## src/rtl/bdma_pkg.sv

```systemverilog
package bdma_pkg;
  typedef enum logic {CH_RX = 1'b0, CH_TX = 1'b1} ch_e;
  localparam int NUM_CH = 2;
  localparam int REG_IDX_W = 3;
  localparam logic [REG_IDX_W-1:0] IDX_RX_PTR = 3'd0;
  localparam logic [REG_IDX_W-1:0] IDX_RX_CNT = 3'd1;
  localparam logic [REG_IDX_W-1:0] IDX_TX_PTR = 3'd2;
  localparam logic [REG_IDX_W-1:0] IDX_TX_CNT = 3'd3;
  localparam logic [REG_IDX_W-1:0] IDX_STAT   = 3'd4;
  localparam logic [REG_IDX_W-1:0] IDX_MSET   = 3'd5;
  localparam logic [REG_IDX_W-1:0] IDX_MCLR   = 3'd6;
  localparam logic [REG_IDX_W-1:0] IDX_MASK   = 3'd7;
endpackage

```

## src/rtl/bdma_chan.sv

```systemverilog
module bdma_chan #(
  parameter int ADDR_W = 32,
  parameter int CNT_W  = 16
) (
  input  logic              clk_i,
  input  logic              rst_ni,
  input  logic              ptr_we_i,
  input  logic              cnt_we_i,
  input  logic [ADDR_W-1:0] wdata_i,
  input  logic              done_i,
  output logic [ADDR_W-1:0] ptr_o,
  output logic [CNT_W-1:0]  cnt_o,
  output logic              active_o,
  output logic              end_o
);
  logic adv;
  assign adv      = done_i && (cnt_o != '0);
  assign active_o = (cnt_o != '0);
  assign end_o    = !active_o;

  // write wins over completion update
  always_ff @(posedge clk_i or negedge rst_ni) begin
    if (!rst_ni) begin
      ptr_o <= '0;
      cnt_o <= '0;
    end else begin
      if (ptr_we_i)  ptr_o <= wdata_i;
      else if (adv)  ptr_o <= ptr_o + 1'b1;
      if (cnt_we_i)  cnt_o <= wdata_i[CNT_W-1:0];
      else if (adv)  cnt_o <= cnt_o - 1'b1;
    end
  end


  adv_chk: assert property (@(posedge clk_i) disable iff (!rst_ni)
    done_i && !ptr_we_i && !cnt_we_i && (cnt_o != '0)
    |=> (ptr_o == $past(ptr_o) + 1'b1) && (cnt_o == $past(cnt_o) - 1'b1));


  hold_chk: assert property (@(posedge clk_i) disable iff (!rst_ni)
    !done_i && !ptr_we_i && !cnt_we_i |=> $stable(ptr_o) && $stable(cnt_o));


  wr_win_chk: assert property (@(posedge clk_i) disable iff (!rst_ni)
    cnt_we_i |=> cnt_o == $past(wdata_i[CNT_W-1:0]));
endmodule

```

## src/rtl/bdma_arb.sv

```systemverilog
module bdma_arb
  import bdma_pkg::*;
#(
  parameter int ADDR_W = 32,
  parameter int DATA_W = 8
) (
  input  logic                          clk_i,
  input  logic                          rst_ni,
  input  logic [NUM_CH-1:0]             go_i,
  input  logic [NUM_CH-1:0][ADDR_W-1:0] ptr_i,
  input  logic [DATA_W-1:0]             rx_data_i,
  input  logic                          mem_ack_i,
  input  logic [DATA_W-1:0]             mem_rdata_i,
  output logic                          mem_req_o,
  output logic                          mem_we_o,
  output logic [ADDR_W-1:0]             mem_addr_o,
  output logic [DATA_W-1:0]             mem_wdata_o,
  output logic [NUM_CH-1:0]             done_o,
  output logic [DATA_W-1:0]             tx_data_o
);
  logic              busy_q;
  ch_e               sel_q, pick;
  logic [ADDR_W-1:0] addr_q;
  logic [DATA_W-1:0] wdata_q;
  logic              take;

  // receive first to avoid overrun
  always_comb begin
    take = !busy_q && (go_i != '0);
    pick = go_i[CH_RX] ? CH_RX : CH_TX;
  end

  always_ff @(posedge clk_i or negedge rst_ni) begin
    if (!rst_ni) begin
      busy_q  <= 1'b0;
      sel_q   <= CH_RX;
      addr_q  <= '0;
      wdata_q <= '0;
    end else if (!busy_q) begin
      if (take) begin
        busy_q  <= 1'b1;
        sel_q   <= pick;
        addr_q  <= ptr_i[pick];
        wdata_q <= rx_data_i;
      end
    end else if (mem_ack_i) begin
      busy_q <= 1'b0;
    end
  end

  assign mem_req_o   = busy_q;
  assign mem_we_o    = busy_q && (sel_q == CH_RX);
  assign mem_addr_o  = addr_q;
  assign mem_wdata_o = wdata_q;
  assign tx_data_o   = mem_rdata_i;

  for (genvar c = 0; c < NUM_CH; c++) begin : g_done
    assign done_o[c] = busy_q && mem_ack_i && (sel_q == ch_e'(c));
  end


  req_hold_chk: assert property (@(posedge clk_i) disable iff (!rst_ni)
    mem_req_o && !mem_ack_i |=> mem_req_o && $stable(mem_addr_o)
                               && $stable(mem_we_o) && $stable(mem_wdata_o));

  req_gap_chk: assert property (@(posedge clk_i) disable iff (!rst_ni)
    mem_req_o && mem_ack_i |=> !mem_req_o);

  rx_first_chk: assert property (@(posedge clk_i) disable iff (!rst_ni)
    !mem_req_o && (go_i == 2'b11) |=> mem_req_o && mem_we_o);

  no_go_chk: assert property (@(posedge clk_i) disable iff (!rst_ni)
    !mem_req_o && (go_i == '0) |=> !mem_req_o);

  one_done_chk: assert property (@(posedge clk_i) disable iff (!rst_ni)
    $onehot0(done_o));
endmodule

```

## src/rtl/bdma_regs.sv

```systemverilog
module bdma_regs
  import bdma_pkg::*;
#(
  parameter int ADDR_W = 32,
  parameter int CNT_W  = 16
) (
  input  logic                          clk_i,
  input  logic                          rst_ni,
  input  logic                          we_i,
  input  logic [REG_IDX_W-1:0]          idx_i,
  input  logic [ADDR_W-1:0]             wdata_i,
  input  logic [NUM_CH-1:0][ADDR_W-1:0] ptr_i,
  input  logic [NUM_CH-1:0][CNT_W-1:0]  cnt_i,
  input  logic [NUM_CH-1:0]             end_i,
  output logic [NUM_CH-1:0]             ptr_we_o,
  output logic [NUM_CH-1:0]             cnt_we_o,
  output logic [ADDR_W-1:0]             rdata_o,
  output logic                          irq_o
);
  logic [NUM_CH-1:0] mask_q;

  assign ptr_we_o[CH_RX] = we_i && (idx_i == IDX_RX_PTR);
  assign ptr_we_o[CH_TX] = we_i && (idx_i == IDX_TX_PTR);
  assign cnt_we_o[CH_RX] = we_i && (idx_i == IDX_RX_CNT);
  assign cnt_we_o[CH_TX] = we_i && (idx_i == IDX_TX_CNT);

  always_ff @(posedge clk_i or negedge rst_ni) begin
    if (!rst_ni) mask_q <= '0;
    else if (we_i && idx_i == IDX_MSET) mask_q <= mask_q | wdata_i[NUM_CH-1:0];
    else if (we_i && idx_i == IDX_MCLR) mask_q <= mask_q & ~wdata_i[NUM_CH-1:0];
  end

  always_comb begin
    rdata_o = '0;
    unique case (idx_i)
      IDX_RX_PTR: rdata_o = ptr_i[CH_RX];
      IDX_RX_CNT: rdata_o[CNT_W-1:0] = cnt_i[CH_RX];
      IDX_TX_PTR: rdata_o = ptr_i[CH_TX];
      IDX_TX_CNT: rdata_o[CNT_W-1:0] = cnt_i[CH_TX];
      IDX_STAT:   rdata_o[NUM_CH-1:0] = end_i;
      IDX_MASK:   rdata_o[NUM_CH-1:0] = mask_q;
      default:    rdata_o = '0;
    endcase
  end

  assign irq_o = |(end_i & mask_q);


  mask_set_chk: assert property (@(posedge clk_i) disable iff (!rst_ni)
    we_i && idx_i == IDX_MSET |=> (mask_q & $past(wdata_i[NUM_CH-1:0])) == $past(wdata_i[NUM_CH-1:0]));

  mask_clr_chk: assert property (@(posedge clk_i) disable iff (!rst_ni)
    we_i && idx_i == IDX_MCLR |=> (mask_q & $past(wdata_i[NUM_CH-1:0])) == '0);

  mask_keep_chk: assert property (@(posedge clk_i) disable iff (!rst_ni)
    !(we_i && (idx_i == IDX_MSET || idx_i == IDX_MCLR)) |=> $stable(mask_q));
endmodule

```

## src/rtl/bdma_pair.sv

```systemverilog
module bdma_pair
  import bdma_pkg::*;
#(
  parameter int ADDR_W = 32,
  parameter int CNT_W  = 16,
  parameter int DATA_W = 8
) (
  input  logic                 clk_i,
  input  logic                 rst_ni,
  input  logic                 reg_we_i,
  input  logic [REG_IDX_W-1:0] reg_addr_i,
  input  logic [ADDR_W-1:0]    reg_wdata_i,
  output logic [ADDR_W-1:0]    reg_rdata_o,
  output logic                 irq_o,
  input  logic                 rx_req_i,
  input  logic [DATA_W-1:0]    rx_data_i,
  output logic                 rx_ack_o,
  input  logic                 tx_req_i,
  output logic [DATA_W-1:0]    tx_data_o,
  output logic                 tx_load_o,
  output logic                 mem_req_o,
  output logic                 mem_we_o,
  output logic [ADDR_W-1:0]    mem_addr_o,
  output logic [DATA_W-1:0]    mem_wdata_o,
  input  logic                 mem_ack_i,
  input  logic [DATA_W-1:0]    mem_rdata_i
);
  logic [NUM_CH-1:0][ADDR_W-1:0] ptr;
  logic [NUM_CH-1:0][CNT_W-1:0]  cnt;
  logic [NUM_CH-1:0]             active, ch_end, done, ptr_we, cnt_we, go, req;

  assign req[CH_RX] = rx_req_i;
  assign req[CH_TX] = tx_req_i;
  assign go         = active & req;

  for (genvar c = 0; c < NUM_CH; c++) begin : g_ch
    bdma_chan #(.ADDR_W(ADDR_W), .CNT_W(CNT_W)) u_chan (
      .clk_i    (clk_i),
      .rst_ni   (rst_ni),
      .ptr_we_i (ptr_we[c]),
      .cnt_we_i (cnt_we[c]),
      .wdata_i  (reg_wdata_i),
      .done_i   (done[c]),
      .ptr_o    (ptr[c]),
      .cnt_o    (cnt[c]),
      .active_o (active[c]),
      .end_o    (ch_end[c])
    );
  end

  bdma_regs #(.ADDR_W(ADDR_W), .CNT_W(CNT_W)) u_regs (
    .clk_i    (clk_i),
    .rst_ni   (rst_ni),
    .we_i     (reg_we_i),
    .idx_i    (reg_addr_i),
    .wdata_i  (reg_wdata_i),
    .ptr_i    (ptr),
    .cnt_i    (cnt),
    .end_i    (ch_end),
    .ptr_we_o (ptr_we),
    .cnt_we_o (cnt_we),
    .rdata_o  (reg_rdata_o),
    .irq_o    (irq_o)
  );

  bdma_arb #(.ADDR_W(ADDR_W), .DATA_W(DATA_W)) u_arb (
    .clk_i       (clk_i),
    .rst_ni      (rst_ni),
    .go_i        (go),
    .ptr_i       (ptr),
    .rx_data_i   (rx_data_i),
    .mem_ack_i   (mem_ack_i),
    .mem_rdata_i (mem_rdata_i),
    .mem_req_o   (mem_req_o),
    .mem_we_o    (mem_we_o),
    .mem_addr_o  (mem_addr_o),
    .mem_wdata_o (mem_wdata_o),
    .done_o      (done),
    .tx_data_o   (tx_data_o)
  );

  assign rx_ack_o  = done[CH_RX];
  assign tx_load_o = done[CH_TX];


  start_addr_chk: assert property (@(posedge clk_i) disable iff (!rst_ni)
    !mem_req_o && go[CH_RX] |=> mem_addr_o == $past(ptr[CH_RX]));

  reset_idle_chk: assert property (@(posedge clk_i) disable iff (!rst_ni)
    (cnt == '0) && !mem_req_o |=> !mem_req_o);
endmodule

```

## config.mk

```make
export PLATFORM = sky130hd
export DESIGN_NAME = bdma_pair
export DESIGN_NICKNAME = d
export VERILOG_FILES = /design/src/rtl/bdma_pkg.sv /design/src/rtl/bdma_chan.sv /design/src/rtl/bdma_arb.sv /design/src/rtl/bdma_regs.sv /design/src/rtl/bdma_pair.sv
export SDC_FILE = /design/constraint.sdc
export NUM_CORES = 1
export LEC_CHECK = 0
export BUFFER_PORTS_ARGS = -buffer_cell sky130_fd_sc_hd__buf_2
export CAP_MARGIN = 10
export CORE_UTILIZATION = 53
export CTS_BUF_LIST = sky130_fd_sc_hd__clkbuf_4 sky130_fd_sc_hd__clkbuf_8
export CTS_CLUSTER_SIZE = 20
export DETAILED_ROUTE_END_ITERATION = 10
export PLACE_DENSITY = 0.87
export SYNTH_ARGS = -nofsm -noshare
export SYNTH_HDL_FRONTEND = slang
export SYNTH_HIERARCHICAL = 1
export SYNTH_SLANG_ARGS = --single-unit
```

## constraint.sdc

```tcl
create_clock -name clk_i -period 3.3 [get_ports clk_i]
set_clock_uncertainty 0.15 [all_clocks]
set_input_delay 0.33 -clock clk_i [delete_from_list [all_inputs] [get_ports clk_i]]
set_output_delay 0.33 -clock clk_i [all_outputs]
set_load 0.1 [all_outputs]
```

==> results.sh <==
export IMPL_cts_sinks=140
export IMPL_period_needed_ns=3.19
export IMPL_cp_start_kind="register"
export IMPL_grt_overflow=0
export IMPL_hpwl_mm=17.5
export IMPL_worstMarginPinSlew_ns=0.805
export IMPL_path_cells="or4_4 > nor4_4 > buf_4 > nand2_1 > a2bb2oi_1 > o221ai_4 > buf_12"
export IMPL_fin_crit_sh_pct=96.8
export IMPL_drt_pass1_iter_count=5
export IMPL_die_width_um=130
export IMPL_async_flop_share_pct=100
export IMPL_ir_drop_mv=1.05
export IMPL_io_pins=142
export IMPL_h_tree_depth=4
export IMPL_seq_area_frac_synth_pct=40.5
export IMPL_wl_per_cell_um=20.0
export IMPL_grt_pass1_vias=7415
export IMPL_syn_area_mm2=0.00865
export IMPL_synth_common_cells="140 x dfrtp_1, 121 x nand2_1, 67 x o21ai_0"
export IMPL_hold_viol=0
export IMPL_setup_viol=0
export IMPL_track_usage_pct=31.1
export IMPL_diodes=0
export IMPL_antenna_found_initial=0
export IMPL_globalplace_congestion=1.01
export IMPL_yosysMostFrequentCell="dfrtp_1"
export IMPL_die_area_mm2=0.0168
export IMPL_max_slew_margin_pct=46.3
export IMPL_cp_slowest_cell="or4_4"
export IMPL_rsz0062_at_grt="true"
export IMPL_critPathArrivalTime_ns=2.71
export IMPL_run_status="completed"
export IMPL_dp_cells=1199
export IMPL_ant_nets=0
export IMPL_fmax_mhz=313
export IMPL_clk_latency_ns=0.45
export IMPL_synth_top_area_share_pct=40.5
export IMPL_clockBufferDepth=2
export IMPL_grt_pass1_wl_mm=39.6
export IMPL_cts_tree="yes"
export IMPL_max_stage_delay_ns=0.62
export IMPL_drive_gt1_share_pct=21.9
export IMPL_reg2reg_depth=9
export IMPL_ys_warnings_count=6
export IMPL_worstPathRequired_ns=2.82
export IMPL_synth_area_top_cells="dfrtp_1 40%, xnor2_1 5.3%, nand2_1 5.3%"
export IMPL_clkTransAtPathRegs_ns=0.07
export IMPL_start_util_pct=54.5
export IMPL_synth_cells=900
export IMPL_grt_max_degree=87
export IMPL_finalWirelength_mm=25.3
export IMPL_p_leak_nw=4.07
export IMPL_hp_start="reg_wdata_i[2]"
export IMPL_reg2reg_from="g_ch[1].u_chan/cnt_o[14]"
export IMPL_num_rows=46
export IMPL_critical_path_class="register to output port"
export IMPL_post_place_ws_ns=0.355
export IMPL_synth_nets=961
export IMPL_stdcell_count=1266
export IMPL_vias_per_cell=6.35
export IMPL_synth_edf_count=0
export IMPL_synth_distinct_cells=61
export IMPL_setup_tns_ns=0
export IMPL_maxCapViolations=0
export IMPL_utilization_pct=64.3
export IMPL_numCtsBuffers=17
export IMPL_vias=8040
export IMPL_synth_top_area_cell="dfrtp_1"
export IMPL_hp_class="input port to register"
export IMPL_drt_iter0_drc=943
export IMPL_min_delay_path_depth=3
export IMPL_timing_final_ws_setup_ns=0.107
export IMPL_design_power_total_mw=7.93
export IMPL_r2r_slack_ns=0.38
export IMPL_worst_path_max_fanout=5
export IMPL_fp_dieH_um=130
export IMPL_core_area_mm2=0.0159
export IMPL_clockRootBuffer="clkbuf_8"
export IMPL_area_growth_syn_to_layout_pct=18.1
export IMPL_ys_flop_type="dfrtp_1"
export IMPL_portBuffers=125
export IMPL_powerDensity_mw_per_mm2=776
export IMPL_crit_family="simple AND/OR/NAND/NOR gates"
export IMPL_syn_avg_cell_area_um2=9.61
export IMPL_finalNetCount=1099
export IMPL_setup_worst_path_end_class="output port"
export IMPL_r2r_end="u_arb/mem_addr_o[1]"
export IMPL_slew_violations=0
export IMPL_crit_buf_inv=2
export IMPL_synth_seq_cells=140
export IMPL_drc=0
export IMPL_whs_endpoint="g_ch[1].u_chan/cnt_o[2]"
-- metrics by stage --
stage,instance area (um2),hold WS [ns]
after detailed placement,9460,0.294
final,10200,0.0313
after global routing,10200,0.0187
after global placement,9460,0.302
after CTS,10200,0.0000304
after floorplan,8680,-0.116
-- sequential cells by signal (all words and copies together) (netlist names), named ones only --
name / cells
u_arb/mem_addr_o: 32
u_arb/mem_wdata_o: 8
u_arb/mem_req_o: 1
g_ch.u_chan/ptr_o: 64
g_ch.u_chan/cnt_o: 32
u_arb/sel_q: 1
-- metal layers --
| metal | track usage, % | share of wire [%] | wire, um | up-vias |
|---|---|---|---|---|
| met1 | 41.8 | 40 | 10100 | 3808 |
| li1 | - | - | - | 3600 |
| met4 | 17.3 | 4.7 | 1180 | 0 |
| met3 | 5.41 | 9.5 | 2410 | 95 |
| met2 | 48.1 | 46 | 11700 | 537 |
| met5 | 0 | 0 | 0 | - |
-- repair_timing --
item	CTS	global route
resized for setup	0	1
buffers inserted	1	0
pin swaps	1	1
hold buffers	35	0
endpoints found under the hold margin	152	0
endpoints found under the setup margin	1	2
-- cell type report --
class / count / area (um2)
Fill cell: 1298 / 5670
Inverter: 16 / 60.1
Clock inverter: 5 / 55.1
Sequential cell: 140 / 3500
Clock buffer: 26 / 345
Tap cell: 216 / 270
Multi-Input combinational cell: 678 / 4730
Timing Repair Buffer: 185 / 1250
-- placed cells by master, fill, tap and decap left out, types with 8 or more instances in the layout --
cell type,instances
dfrtp_1,139
nand2_1,121
buf_2,121
o21ai_0,67
xnor2_1,52
nor2_1,49
nor4_1,36
dlygate4sd3_1,35
xor2_1,34
o22ai_1,32
o32ai_1,27
nand3_1,26
clkbuf_8,24
nor3_1,24
buf_4,22
nand4_1,18
a22o_1,17
o21ai_1,16
inv_1,15
and3_1,12
mux2_2,12
nor2b_1,11
and4_1,10
mux4_1,9
mux2_1,8
-- report_power, final --
part           internal [mW]  switching [mW]  leakage [nW]
registers               2.22           0.787          1.71
clock network          0.747           0.639         0.204
logic                  0.988            2.55          2.16
-- worst min-delay path, delay by kind of cell --
family	cells	cell delay, ns
AND/OR/NAND/NOR	1	0.06
buffers and inverters	1	0.14
AO/OA/AOI/OAI	1	0.06
-- logic make-up (layout without fill, tap and decap cells) --
kind of cell / after synthesis / after routing / share of synthesized area, %
flip-flops: 140 / 140 / 40.5
multiplexers: 38 / 38 / 7.10
AND/OR/NAND/NOR: 359 / 359 / 22.6
AO/OA/AOI/OAI: 191 / 191 / 15.2
XOR/XNOR: 86 / 86 / 8.71
buffers and inverters: 82 / 232 / 5.25
adder cells (fa/ha/maj): 4 / 4 / 0.579
-- worst max path at each step --
| stage | slack (ns) | depth (start not counted) | start | endpoint |
|---|---|---|---|---|
| detailed placement | 0.35 | 10 | g_ch[0].u_chan/cnt_o[0] | u_arb/mem_addr_o[1] |
| global route | -0.0009 | 8 | g_ch[0].u_chan/cnt_o[0] | reg_rdata_o[0] |
| finish | 0.11 | 7 | g_ch[1].u_chan/cnt_o[14] | reg_rdata_o[1] |
| floorplan | 0.16 | 7 | g_ch[0].u_chan/cnt_o[0] | reg_rdata_o[0] |
| CTS | 0.003 | 8 | g_ch[0].u_chan/cnt_o[0] | reg_rdata_o[0] |
| global placement | 0.39 | 9 | g_ch[1].u_chan/cnt_o[0] | reg_rdata_o[1] |
Note: power is estimated with default switching activity, not from simulation.
